`config.mk`:
```
export PLATFORM = sky130hd
export DESIGN_NAME = tgl_poll_ctrl
export DESIGN_NICKNAME = d
export VERILOG_FILES = /design/src/rtl/tgl_poll_pkg.sv /design/src/rtl/tgl_poll_cmp.sv /design/src/rtl/tgl_poll_cnt.sv /design/src/rtl/tgl_poll_ctrl.sv
export SDC_FILE = /design/constraint.sdc
export NUM_CORES = 1
export LEC_CHECK = 0
export BUFFER_PORTS_ARGS = -buffer_cell sky130_fd_sc_hd__buf_2
export CAP_MARGIN = 20
export CORE_MARGIN = 3
export CORE_UTILIZATION = 30
export CTS_BUF_LIST = sky130_fd_sc_hd__clkbuf_16
export DETAILED_ROUTE_END_ITERATION = 8
export MAX_ROUTING_LAYER = met4
export SLEW_MARGIN = 20
export SYNTH_ARGS = -nofsm -noshare
export SYNTH_HDL_FRONTEND = slang
export SYNTH_SLANG_ARGS = --single-unit
```
`constraint.sdc`:
```
create_clock -name clk_i -period 5.4 [get_ports clk_i]
set_input_delay 0.54 -clock clk_i [delete_from_list [all_inputs] [get_ports clk_i]]
set_output_delay 0.54 -clock clk_i [all_outputs]
set_load 0.1 [all_outputs]
```
`src/rtl/tgl_poll_pkg.sv`:
```
package tgl_poll_pkg;
  typedef enum logic [2:0] {
    ST_IDLE,
    ST_RD_A,   // first read of a poll pair
    ST_RD_B,   // second read, compare
    ST_CHK_A,  // first read of confirm pair after timeout flag
    ST_CHK_B,
    ST_RST     // reset command write
  } poll_st_e;
endpackage

```
`src/rtl/tgl_poll_cmp.sv`:
```
module tgl_poll_cmp (
  input  logic clk_i,
  input  logic rst_ni,
  input  logic clr_i,
  input  logic save_i,
  input  logic tgl_bit_i,
  input  logic tmo_bit_i,
  output logic toggled_o,
  output logic timeout_o
);
  logic ref_q;

  always_ff @(posedge clk_i or negedge rst_ni) begin
    if (!rst_ni)     ref_q <= 1'b0;
    else if (clr_i)  ref_q <= 1'b0;
    else if (save_i) ref_q <= tgl_bit_i;
  end

  assign toggled_o = tgl_bit_i ^ ref_q;
  assign timeout_o = tmo_bit_i;
endmodule

```
`src/rtl/tgl_poll_cnt.sv`:
```
module tgl_poll_cnt #(
  parameter int unsigned MAX_PAIRS = 4096
) (
  input  logic clk_i,
  input  logic rst_ni,
  input  logic clr_i,
  input  logic inc_i,
  output logic at_lim_o
);
  generate
    if (MAX_PAIRS == 0) begin : g_unlimited
      assign at_lim_o = 1'b0;
    end else begin : g_limited
      localparam int unsigned CW = (MAX_PAIRS < 2) ? 1 : $clog2(MAX_PAIRS);
      localparam logic [CW-1:0] LAST = CW'(MAX_PAIRS - 1);
      logic [CW-1:0] cnt_q;

      always_ff @(posedge clk_i or negedge rst_ni) begin
        if (!rst_ni)                     cnt_q <= '0;
        else if (clr_i)                  cnt_q <= '0;
        else if (inc_i && cnt_q != LAST) cnt_q <= cnt_q + 1'b1;
      end

      assign at_lim_o = (cnt_q == LAST);


      cnt_in_range_chk: assert property (@(posedge clk_i) disable iff (!rst_ni)
        cnt_q <= LAST);
    end
  endgenerate
endmodule

```
`src/rtl/tgl_poll_ctrl.sv`:
```
module tgl_poll_ctrl
  import tgl_poll_pkg::*;
#(
  parameter int unsigned AW        = 24,
  parameter int unsigned DW        = 16,
  parameter int unsigned TGL_BIT   = 6,
  parameter int unsigned TMO_BIT   = 5,
  parameter logic [AW-1:0] RST_ADDR = AW'('h555),
  parameter logic [DW-1:0] RST_DATA = DW'('h00F0),
  parameter int unsigned MAX_PAIRS = 4096
) (
  input  logic          clk_i,
  input  logic          rst_ni,
  input  logic          start_i,
  input  logic          abort_i,
  input  logic [AW-1:0] poll_addr_i,
  output logic          busy_o,
  output logic          pass_o,
  output logic          fail_o,
  output logic          mem_req_o,
  output logic          mem_we_o,
  output logic [AW-1:0] mem_addr_o,
  output logic [DW-1:0] mem_wdata_o,
  input  logic          mem_ack_i,
  input  logic [DW-1:0] mem_rdata_i
);
  poll_st_e      st_q;
  logic [AW-1:0] addr_q;
  logic          pass_q, fail_q;
  logic          toggled, timeout, at_lim;
  logic          rd_ack, save, clr, inc;
  logic          unused_rdata;

  assign unused_rdata = ^mem_rdata_i;

  assign rd_ack = mem_ack_i && (st_q inside {ST_RD_A, ST_RD_B, ST_CHK_A, ST_CHK_B});
  assign save   = rd_ack && (st_q inside {ST_RD_A, ST_CHK_A});
  assign clr    = abort_i || (st_q == ST_IDLE);
  assign inc    = mem_ack_i && (st_q == ST_RD_B) && toggled && !timeout;

  tgl_poll_cmp i_cmp (
    .clk_i     (clk_i),
    .rst_ni    (rst_ni),
    .clr_i     (clr),
    .save_i    (save),
    .tgl_bit_i (mem_rdata_i[TGL_BIT]),
    .tmo_bit_i (mem_rdata_i[TMO_BIT]),
    .toggled_o (toggled),
    .timeout_o (timeout)
  );

  tgl_poll_cnt #(.MAX_PAIRS(MAX_PAIRS)) i_cnt (
    .clk_i    (clk_i),
    .rst_ni   (rst_ni),
    .clr_i    (clr),
    .inc_i    (inc),
    .at_lim_o (at_lim)
  );

  always_ff @(posedge clk_i or negedge rst_ni) begin
    if (!rst_ni) begin
      st_q   <= ST_IDLE;
      addr_q <= '0;
      pass_q <= 1'b0;
      fail_q <= 1'b0;
    end else if (abort_i) begin
      st_q   <= ST_IDLE;
      pass_q <= 1'b0;
      fail_q <= 1'b0;
    end else begin
      unique case (st_q)
        ST_IDLE: if (start_i) begin
          st_q   <= ST_RD_A;
          addr_q <= poll_addr_i;
          pass_q <= 1'b0;
          fail_q <= 1'b0;
        end
        ST_RD_A:  if (mem_ack_i) st_q <= ST_RD_B;
        ST_CHK_A: if (mem_ack_i) st_q <= ST_CHK_B;
        ST_RD_B: if (mem_ack_i) begin
          if (!toggled) begin
            st_q   <= ST_IDLE;
            pass_q <= 1'b1;
          end else if (timeout) st_q <= ST_CHK_A;  // toggle may stop as flag rises
          else if (at_lim)      st_q <= ST_RST;
          else                  st_q <= ST_RD_A;
        end
        ST_CHK_B: if (mem_ack_i) begin
          if (!toggled) begin
            st_q   <= ST_IDLE;
            pass_q <= 1'b1;
          end else st_q <= ST_RST;
        end
        ST_RST: if (mem_ack_i) begin
          st_q   <= ST_IDLE;
          fail_q <= 1'b1;
        end
        default: st_q <= ST_IDLE;
      endcase
    end
  end

  assign busy_o      = (st_q != ST_IDLE);
  assign pass_o      = pass_q;
  assign fail_o      = fail_q;
  assign mem_req_o   = busy_o;
  assign mem_we_o    = (st_q == ST_RST);
  assign mem_addr_o  = mem_we_o ? RST_ADDR : addr_q;
  assign mem_wdata_o = RST_DATA;


  start_busy_chk: assert property (@(posedge clk_i) disable iff (!rst_ni)
    start_i && !busy_o && !abort_i |=> busy_o && !mem_we_o);

  fail_after_wr_chk: assert property (@(posedge clk_i) disable iff (!rst_ni)
    $rose(fail_o) |-> $past(mem_req_o && mem_we_o && mem_ack_i));

  abort_idle_chk: assert property (@(posedge clk_i) disable iff (!rst_ni)
    abort_i |=> !busy_o && !pass_o && !fail_o);

  result_excl_chk: assert property (@(posedge clk_i) disable iff (!rst_ni)
    !(pass_o && fail_o) && !(busy_o && (pass_o || fail_o)));

  req_hold_chk: assert property (@(posedge clk_i) disable iff (!rst_ni)
    mem_req_o && !mem_ack_i && !abort_i |=> mem_req_o && $stable(mem_we_o) && $stable(mem_addr_o));
endmodule

```
==> summary.txt, run 1 <==
Timing
  • Tmin final: 2.589 ns
  • Unrepaired setup endpoints after global routing: no
  • Final period util: 47.95%
  • Final Skew: 0.009996 ns
  • Final Setup Violations: 0
  • Least-Margin Pin Slew: 0.9359 ns
  • Max Slew Vio Count: 0
  • Slew margin rel.: 37.61%
  • Final Hold Viols: 0
  • Setup_tns: 0 ns
  • Fmax: 386.2 MHz

Worst setup path
  • CP Cell Sequence: nand2_1 -> or2_2 -> nand2b_1 -> buf_2
  • Worst r2r dst: addr_q[18]$_DFFE_PN0P_
  • Critical path type: register to primary output
  • Setup crit start kind: register
  • FF-to-FF path depth: 5
  • Worst R2R Start: st_q[1]$_DFFE_PN0P_
  • Critical Path RT: 4.86 ns
  • Worst-path fanout max: 26
  • Critical Path End Type: primary output
  • Arrival time at the worst endpoint: 2.05 ns
  • CP Launch Point: st_q[2]$_DFFE_PN0P_
  • Crit path max-delay cell type: dfrtp_1
  • Crit path largest cell delay: 0.64 ns
  • Reg2Reg Setup Slack: 3.15 ns

Finish
  • Post-Layout Cell Count: 378
  • Nets: 324
  • Storage cell area: 0.001051 mm^2
  • Multi-input logic area: 0.001162 mm^2
  • Fin area: 0.002808 mm^2
  • Area growth, synth to finish: 18.54%
  • Layout cells sized above 1: 36.20%
  • Fillers: 755
  • Inserted Diodes: 0

Routing
  • 1st-pass router iterations: 4
  • Post-route DRC violation count: 0
  • Post-route ant nets: 0
  • First-iteration detailed-routing DRC count: 120
  • Vias: 1816
  • Via-to-Cell Ratio: 4.804
  • Final wirelength: 4.807 mm
  • Routed wire per std cell: 12.72 um

Die
  • Core ar.: 0.007447 mm^2
  • Vert. Die Dim: 94.86 um
  • Row Count: 31
  • IO Pins: 90
  • Starting Density: 31.80%
  • Die area: 0.008997 mm^2
  • Chip width: 94.86 um

GRT
  • First-pass GRT wire length: 7.486 mm
  • GRT Residual Overflow: 0
  • Vias in the first global route: 1620
  • All-Layer GR Usage: 10.71%
  • Largest net degree at the start of global routing: 43
  • Antenna violations before repair: 0

Clocking
  • Setup Buffers After CTS: 0
  • Later-pin clock latency in the skew report: 0.28 ns
  • CTS Hold Bufs: 0
  • CTS Buffer Depth: 2
  • H-tree depth: 2
  • CTS tree: yes
  • Worst-path clk slew: 0.06 ns
  • Total CTS buffers: 5
  • Num Clock Sinks: 42
  • Resize count post-CTS: 0
  • Clock root buffer: clkbuf_16

Placed design
  • Placed insts: 370
  • HPWL Detailed: 3.427 mm
  • Buffers on Ports: 59
  • Routability congestion estimate: 0.7504
  • Placed inst area: 0.002659 mm^2

Flow run
  • Max-Cap Viols: 0

Yosys
  • Ys Warns: 0
  • FFs w/ async S/R, synth: 100.0%
  • Number of synthesized flops with an enable pin: 0
  • Synth area leaders: dfrtp_1, mux2_2, buf_4, and2_1, nand2b_1
  • Yosys reg bits: 42
  • Most used DFF post-synth: dfrtp_1
  • Post-synth top area share: 44.37%
  • Cells after Synth: 226
  • Yosys top cell by area: dfrtp_1
  • Sequential share of the synthesized area: 44.37%
  • Post-Syn Area: 0.002369 mm^2
  • Yosys cell types: 52
  • Mean Syn Cell Area: 10.48 um^2

Power and ir drop
  • Pwr Total: 1.586 mW
  • Leak: 1.277 nW
  • Pwr dens: 564.8 mW/mm^2
  • Max rail drop VDD: 0.2315 mV

Min path
  • Worst min path class: primary input to asynchronous set/reset pin

Status
  • Outcome: complete, no violations
-- layer usage --
| metal | GRT usage (%) | vias to the layer above | share of wire, % |
|---|---|---|---|
| met5 | - | - | 0 |
| met3 | 2.470 | 0 | 5.7 |
| li1 | - | 886 | - |
| met2 | 17.09 | 53 | 48 |
| met4 | 2.644 | 0 | 0 |
| met1 | 13.78 | 877 | 46 |
-- critical path: cells and delay by family, from the launching register on --
| kind | cells | cell delay (ns) |
|---|---|---|
| flops | 1 | 0.64 |
| simple gates | 3 | 0.69 |
| buf+inv | 1 | 0.43 |
-- synth_stat cells, types with 2 or more instances --
master / count
o211ai_1: 3
conb_1: 2
and2_1: 18
a21oi_1: 10
a221oi_1: 2
clkbuf_1: 8
and3_1: 2
o41ai_1: 2
xnor2_1: 2
nor3_1: 4
inv_1: 5
or3_1: 4
nand4_1: 2
mux2_2: 24
dfrtp_1: 42
nand2_1: 14
o31ai_1: 4
mux2i_1: 2
nand2b_1: 9
buf_4: 19
and4_1: 2
o21ai_0: 5
or4_1: 4
nor2_1: 5
nand3_1: 5
-- power by group --
group / switching [mW] / internal (mW) / leakage, nW / total, mW
registers: 0.0366 / 0.383 / 0.532 / 0.420
logic: 0.708 / 0.159 / 0.679 / 0.867
clock network: 0.126 / 0.173 / 0.0664 / 0.299
-- sequential cells by signal (all words and copies together), names as in the netlist --
register	cells
addr_q	24
i_cnt.g_limited.cnt_q	12
st_q	3
fail_o	1
i_cmp.ref_q	1
pass_o	1
-- final cells by class --
class                   count  share of cell area, %
clock buffers               5                  4.456
clock inverters             3                 0.8467
inverters                   5                 0.6684
multi-input cells         164                  41.40
flip-flops and latches     42                  37.43
well taps                  99                  4.412
repair buffers             60                  10.78
-- cell families after synthesis --
group / Yosys count / share of synthesized area (%)
flops: 42 / 44.37
other cells: 2 / 0.3171
buf+inv: 34 / 8.769
fa+ha+maj: 1 / 0.5282
compound gates: 37 / 10.72
mux: 26 / 12.26
simple gates: 80 / 20.76
xor+xnor: 4 / 2.272
-- layout by cell type, fill, tap and decap left out, drive strengths merged, types with 6 or more instances in the layout --
cell	count
nand2b	9
nor2	6
a21oi	10
inv	6
nand3	6
conb	16
and2	18
dfrtp	42
mux2	24
buf	60
nand2	14
-- metrics by stage --
| stage | setup slack (ns) | hold WS, ns | util [%] |
|---|---|---|---|
| after detailed placement | 3.090 | 0.4797 | 35.70 |
| after global placement | 3.100 | 0.4698 | 35.70 |
| after floorplan | 3.058 | 0.2444 | - |
| after CTS | 2.778 | 0.4499 | 37.70 |
| after global routing | 2.692 | 0.4829 | 37.70 |
| final | 2.811 | 0.3920 | 37.70 |
-- worst max-delay path by stage --
stage                           endpoint  slack, ns
after floorplan           mem_addr_o[15]       3.06
after global placement     mem_addr_o[2]       3.10
after detailed placement   mem_addr_o[6]       3.09
after CTS                  mem_addr_o[6]       2.78
after global routing       mem_addr_o[6]       2.69
final                      mem_addr_o[2]       2.81
Note: power is estimated with default switching activity, not from simulation.
==> run 2, diff against run 1 <==
Settings changed: ABC_AREA set to 1.
Clock period 5.4 ns to 2.49 ns, I/O delays scaled along.
==> run 2 against run 1 <==
The flow now finishes with violations (hold timing). Critical path depth is 1 higher. Cell count is 35% higher. First-iteration DRC count is 9.2% lower. Clock-buffer cell count stayed put. Non-clock buffer count stayed put. Critical path type is now register to register. Highest routed layer is now met4.
==> summary.txt, run 2 <==
Timing
  • Final Skew: 0.003813 ns (-0.006183 ns)
  • Fmax: 504.4 MHz
  • Setup_tns: 0 ns (unchanged)
  • Least-Margin Pin Slew: 0.7889 ns (-0.1470 ns)
  • Hold slack final: -0.05507 ns (-0.4471 ns)
  • Tmin final: 1.982 ns
  • Final Hold Viols: 42 (+42)
  • Setup ws final: 0.5076 ns (-2.303 ns)
  • Slew margin rel.: 47.34% (+9.7 points)
  • Unrepaired setup endpoints after global routing: no
  • Final period util: 79.62%
  • Final Setup Violations: 0 (unchanged)
  • Max Slew Vio Count: 0 (unchanged)

Routing
  • Vias: 2196 (+21%)
  • Final wirelength: 5.612 mm (+17%)
  • Via-to-Cell Ratio: 4.306 (-10%)
  • First-iteration detailed-routing DRC count: 109 (-9.2%)
  • 1st-pass router iterations: 4 (unchanged)
  • Post-route ant nets: 0 (unchanged)
  • Post-route DRC violation count: 0 (unchanged)
  • Routed wire per std cell: 11.00 um (-13%)

Clocking
  • CTS Hold Bufs: 0 (unchanged)
  • Clock root buffer: clkbuf_16
  • Num Clock Sinks: 42 (unchanged)
  • H-tree depth: 2 (unchanged)
  • CTS Buffer Depth: 2 (unchanged)
  • Setup Buffers After CTS: 0 (unchanged)
  • Resize count post-CTS: 0 (unchanged)
  • CTS tree: yes
  • Worst-path clk slew: 0.06 ns (about the same)
  • Later-pin clock latency in the skew report: 0.28 ns (about the same)
  • Total CTS buffers: 5 (unchanged)

Worst setup path
  • FF-to-FF path depth: 5 (unchanged)
  • CP Cell Sequence: nor2_1 -> nand2_2 -> inv_2 -> nand3_2 -> o21ai_0
  • Worst-path fanout max: 48 (+85%)
  • Crit path max-delay cell type: nand3_2
  • Critical Path RT: 2.66 ns (-2.20 ns)
  • Crit path largest cell delay: 0.59 ns (-0.05 ns)
  • Family with the most delay on the worst path: simple AND/OR/NAND/NOR gates
  • Arrival time at the worst endpoint: 2.15 ns (+0.10 ns)
  • Worst r2r dst: addr_q[16]$_DFFE_PN0P_
  • Worst path buffer plus inverter count: 1 (unchanged)
  • Setup crit start kind: register
  • Critical path type: register to register
  • Reg2Reg Setup Slack: 0.51 ns (-2.64 ns)
  • Worst R2R Start: st_q[0]$_DFFE_PN0P_
  • CP Depth: 5 (+1)
  • Critical Path End Type: register

GRT
  • All-Layer GR Usage: 12.53% (+1.8 points)
  • Antenna violations before repair: 0 (unchanged)
  • First-pass GRT wire length: 9.839 mm (+31%)
  • GRT Residual Overflow: 0 (unchanged)
  • Largest net degree at the start of global routing: 49 (+14%)
  • Vias in the first global route: 2169 (+34%)

Finish
  • Largest register by flop count: addr_q
  • Commonest cells after routing, fill and taps aside: nand2_1, inv_1, buf_2
  • Inserted Diodes: 0 (unchanged)
  • Nets: 453 (+40%)
  • Post-Layout Cell Count: 510 (+35%)
  • Layout cells sized above 1: 21.57% (-15 points)
  • Storage cell area: 0.001051 mm^2 (unchanged)
  • Fillers: 864 (+14%)
  • Commonest non-fill, non-tap cell in the layout: nand2_1
  • Multi-input logic area: 0.001069 mm^2 (-8.1%)
  • Largest register FFs: 24 (unchanged)
  • Top flop regs: addr_q: 24 flops, i_cnt.g_limited.cnt_q: 12 flops, st_q: 3 flops
  • Area growth, synth to finish: 16.69%

Yosys
  • Yosys reg bits: 42 (unchanged)
  • Post-Syn Area: 0.002511 mm^2 (+6.0%)
  • FFs w/ async S/R, synth: 100.0% (unchanged)
  • Cells after Synth: 353 (+56%)
  • Yosys top cell by area: dfrtp_1
  • Number of synthesized flops with an enable pin: 0 (unchanged)
  • Top-count cell post-synth: nand2_1
  • Most used DFF post-synth: dfrtp_1
  • Mean Syn Cell Area: 7.114 um^2 (-32%)
  • Synth area leaders: dfrtp_1, nand2_1, inv_1, buf_4, o21ai_0
  • Post-synth top area share: 41.85% (-2.5 points)
  • Yosys cell types: 25 (-52%)
  • Sequential share of the synthesized area: 41.85% (-2.5 points)
  • Ys Warns: 0 (unchanged)
  • Top cells by count, synth: nand2_1, inv_1, dfrtp_1, o21ai_0

Status
  • Failing checks: hold timing
  • Outcome: complete, but fails checks

Die
  • Die area: 0.009504 mm^2 (+5.6%)
  • IO Pins: 90 (unchanged)
  • Starting Density: 31.68% (-0.13 points)
  • Row Count: 32 (+3.2%)
  • Chip width: 97.49 um (+2.8%)
  • Core ar.: 0.007928 mm^2 (+6.5%)
  • Vert. Die Dim: 97.49 um (+2.8%)

Placed design
  • Routability congestion estimate: 0.8519 (+14%)
  • Buffers on Ports: 59 (unchanged)
  • Dpl ws: 0.4770 ns (-2.613 ns)
  • Placed insts: 502 (+36%)
  • HPWL Detailed: 4.117 mm (+20%)

Min path
  • Worst min path class: primary input to asynchronous set/reset pin

Flow run
  • Max-Cap Viols: 0 (unchanged)
-- run 2: cell types whose count changed in the layout (fill, tap and decap cells not counted), sizes merged, moves of 9 or more --
cell / change
o21ai: +26
mux2: -24
nand2: +99
nand2b: -9
and2: -18
nand3: +15
inv: +59
nor2: +19
-- run 2: how the worst max path moves through the flow --
stage                                   start                endpoint  slack [ns]
final                     st_q[0]$_DFFE_PN0P_  addr_q[16]$_DFFE_PN0P_        0.51
after global routing      st_q[0]$_DFFE_PN0P_   addr_q[0]$_DFFE_PN0P_        0.23
after CTS                 st_q[0]$_DFFE_PN0P_   addr_q[4]$_DFFE_PN0P_        0.46
after detailed placement  st_q[0]$_DFFE_PN0P_   addr_q[4]$_DFFE_PN0P_        0.48
after global placement    st_q[0]$_DFFE_PN0P_   addr_q[1]$_DFFE_PN0P_        0.57
after floorplan           st_q[1]$_DFFE_PN0P_           mem_addr_o[0]        0.61
-- run 2: cell type report --
type                       count  area share (%)
multi-input combinational    234           36.46
inverter                      64           8.198
clock buffer                   5           4.270
tap                          102           4.355
timing repair buffer          60           10.42
clock inverter                 3          0.4270
sequential                    42           35.87
-- run 2: kinds of logic after synthesis --
logic type | count (synthesis) | synth area share, %
flip-flops | 42 | 41.85
XOR/XNOR | 2 | 0.6977
buffers and inverters | 91 | 17.69
AND/OR/NAND/NOR | 179 | 31.59
adder cells (fa/ha/maj) | 1 | 0.4982
AO/OA/AOI/OAI | 36 | 7.373
other | 2 | 0.2991
-- run 2: per-stage QoR --
stage	area (um^2)	utilization, %
2_1_floorplan	2564	-
3_3_place_gp	2790	35.20
3_5_place_dp	2790	35.20
4_1_cts	2928	36.93
5_1_grt	2930	36.96
6_report	2930	36.96
-- run 2: per-layer routing --
metal / track usage (%) / vias to the layer above / share of wire (%)
met4: 3.195 / 0 / 1.3
li1: - / 1146 / -
met2: 21.24 / 53 / 48
met1: 15.65 / 990 / 47
met5: - / - / 0
met3: 1.938 / 7 / 4.4
-- run 2: worst reg2reg max path, stage by stage, from the launching register on --
cell,delay (ns)
dfrtp_1,0.46
nor2_1,0.18
nand2_2,0.12
inv_2,0.08
nand3_2,0.59
o21ai_0,0.45
Power of run 2 is left out: the tool's default activity adds up to more than one toggle a clock period on the data nets, which glitch-free logic cannot reach.
==> run 3, diff against run 2 <==
Clock period 2.49 ns to 2 ns, I/O delays scaled along.
==> run 3 against run 2 <==
The run still ends with hold timing left. Register-to-register slack got worse by 0.29 ns. Via count up 0.73%. Clock-buffer cell count unchanged. Non-clock buffer count increased by 2. Critical path depth increased by 1. Sequential share of layout area fell by 2.0 points. Largest cell class unchanged.
==> summary.txt, run 3 (same netlist as run 2, synthesis figures left out) <==
Status
  • Outcome: complete, but fails checks
  • Failing checks: hold timing

Routing
  • Post-route DRC violation count: 0 (unchanged)
  • Routed wire per std cell: 10.64 um (-3.3%)
  • First-iteration detailed-routing DRC count: 106 (-2.8%)
  • Via-to-Cell Ratio: 4.329 (+0.53%)
  • 1st-pass router iterations: 4 (unchanged)
  • Post-route ant nets: 0 (unchanged)
  • Vias: 2212 (+0.73%)
  • Final wirelength: 5.438 mm (-3.1%)

Die
  • IO Pins: 90 (unchanged)
  • Core ar.: 0.007928 mm^2 (unchanged)
  • Row Count: 32 (unchanged)
  • Die area: 0.009504 mm^2 (unchanged)
  • Vert. Die Dim: 97.49 um (unchanged)
  • Starting Density: 31.68% (unchanged)
  • Chip width: 97.49 um (unchanged)

Worst setup path
  • Critical Path End Type: primary output
  • Critical path type: register to primary output
  • Worst-path fanout max: 10 (-79%)
  • Crit path largest cell delay: 0.43 ns (-0.16 ns)
  • Worst path buffer plus inverter count: 4 (+3)
  • Arrival time at the worst endpoint: 1.71 ns (-0.44 ns)
  • CP Cell Sequence: inv_1 -> nand3_4 -> buf_4 -> nand2_1 -> inv_1 -> buf_2
  • Crit path max-delay cell type: dfrtp_1
  • Crit path top cell by count: inv_1
  • Family with the most delay on the worst path: buffers and inverters
  • Critical Path RT: 1.80 ns (-0.86 ns)
  • Setup crit start kind: register

GRT
  • All-Layer GR Usage: 12.27% (-0.26 points)
  • GRT Residual Overflow: 0 (unchanged)
  • Antenna violations before repair: 0 (unchanged)
  • First-pass GRT wire length: 9.549 mm (-2.9%)
  • Vias in the first global route: 2111 (-2.7%)
  • Largest net degree at the start of global routing: 49 (unchanged)

Clocking
  • CTS tree: yes
  • Worst-path clk slew: 0.06 ns (about the same)
  • Num Clock Sinks: 42 (unchanged)
  • Clock root buffer: clkbuf_16
  • Later-pin clock latency in the skew report: 0.28 ns (about the same)
  • CTS Hold Bufs: 0 (unchanged)
  • CTS Buffer Depth: 2 (unchanged)
  • Total CTS buffers: 5 (unchanged)
  • H-tree depth: 2 (unchanged)

Timing
  • Final Skew: 0.002854 ns (-0.0009582 ns)
  • Setup_tns: 0 ns (unchanged)
  • Tmin final: 1.906 ns
  • Final period util: 95.29%
  • Hold slack final: -0.003661 ns (+0.05141 ns)
  • Final Setup Violations: 0 (unchanged)
  • Unrepaired setup endpoints after global routing: no
  • Fmax: 524.7 MHz
  • Max Slew Vio Count: 0 (unchanged)
  • Least-Margin Pin Slew: 0.5489 ns (-0.2401 ns)
  • Final Hold Viols: 11 (-74%)
  • Slew margin rel.: 63.41% (+16 points)

Finish
  • Top flop regs: addr_q: 24 flops, i_cnt.g_limited.cnt_q: 12 flops, st_q: 3 flops
  • Inserted Diodes: 0 (unchanged)
  • Commonest cells after routing, fill and taps aside: nand2_1, inv_1, buf_2
  • Nets: 455 (+0.44%)
  • Largest register by flop count: addr_q
  • Commonest non-fill, non-tap cell in the layout: nand2_1
  • Fillers: 859 (-0.58%)
  • Layout cells sized above 1: 22.25% (+0.68 points)
  • Area growth, synth to finish: 23.72%
  • Post-Layout Cell Count: 511 (+0.20%)
  • Largest register FFs: 24 (unchanged)

Placed design
  • Placed insts: 504 (+0.40%)
  • Buffers on Ports: 59 (unchanged)
  • HPWL Detailed: 4.090 mm (-0.66%)
  • Routability congestion estimate: 0.8703 (+2.2%)

Flow run
  • Max-Cap Viols: 0 (unchanged)

Min path
  • Worst min path class: primary input to asynchronous set/reset pin
==> run 3: final timing paths <==
path | depth (start not counted) | to | startpoint | slack (ns)
min reg2reg | 2 | pass_o$_DFFE_PN0P_ | pass_o$_DFFE_PN0P_ | 0.47
max | 6 | mem_addr_o[16] | st_q[1]$_DFFE_PN0P_ | 0.09
min in group clk_i | 3 | addr_q[5]$_DFFE_PN0P_ | poll_addr_i[5] | 0.15
min | 2 | i_cnt.g_limited.cnt_q[4]$_DFFE_PN0P_ | rst_ni | -0.004
max reg2reg | 9 | i_cnt.g_limited.cnt_q[7]$_DFFE_PN0P_ | i_cnt.g_limited.cnt_q[0]$_DFFE_PN0P_ | 0.22
max in group asynchronous | 2 | addr_q[3]$_DFFE_PN0P_ | rst_ni | 1.63
==> run 3: repair_timing <==
item                       4_1_cts  5_1_grt
hold endpoints to repair         0        0
setup endpoints to repair        0       27
setup buffers                    0        0
resized for setup                0        8
==> run 3: layer usage <==
metal | routed length (um) | share of wire [%] | global-route usage (%) | vias up
met4 | 55 | 1.0 | 3.727 | 0
met5 | 0 | 0 | - | -
met3 | 310 | 5.7 | 2.800 | 6
met1 | 2514 | 46 | 15.61 | 1002
li1 | - | - | - | 1148
met2 | 2558 | 47 | 19.50 | 56
==> run 3: cell type report <==
class | count | area, um^2 | area share, %
tap | 102 | 127.6 | 4.108
inverter | 64 | 240.2 | 7.733
timing repair buffer | 62 | 450.4 | 14.50
sequential | 42 | 1051 | 33.83
clock inverter | 2 | 33.78 | 1.087
clock buffer | 5 | 125.1 | 4.027
multi-input combinational | 234 | 1079 | 34.72
==> run 3: metrics by stage <==
step | area, um^2 | utilization (%) | worst slack, ns | hold slack [ns]
6_report | 3107 | 39.19 | 0.09414 | -0.003661
5_1_grt | 3107 | 39.19 | 0.004898 | 0.06257
4_1_cts | 3082 | 38.87 | 0.003784 | 0.01702
3_5_place_dp | 2923 | 36.87 | 0.1986 | 0.3197
3_3_place_gp | 2923 | 36.87 | 0.2421 | 0.3184
2_1_floorplan | 2564 | - | 0.1730 | -0.09559
Power of run 3 is left out for the same reason.
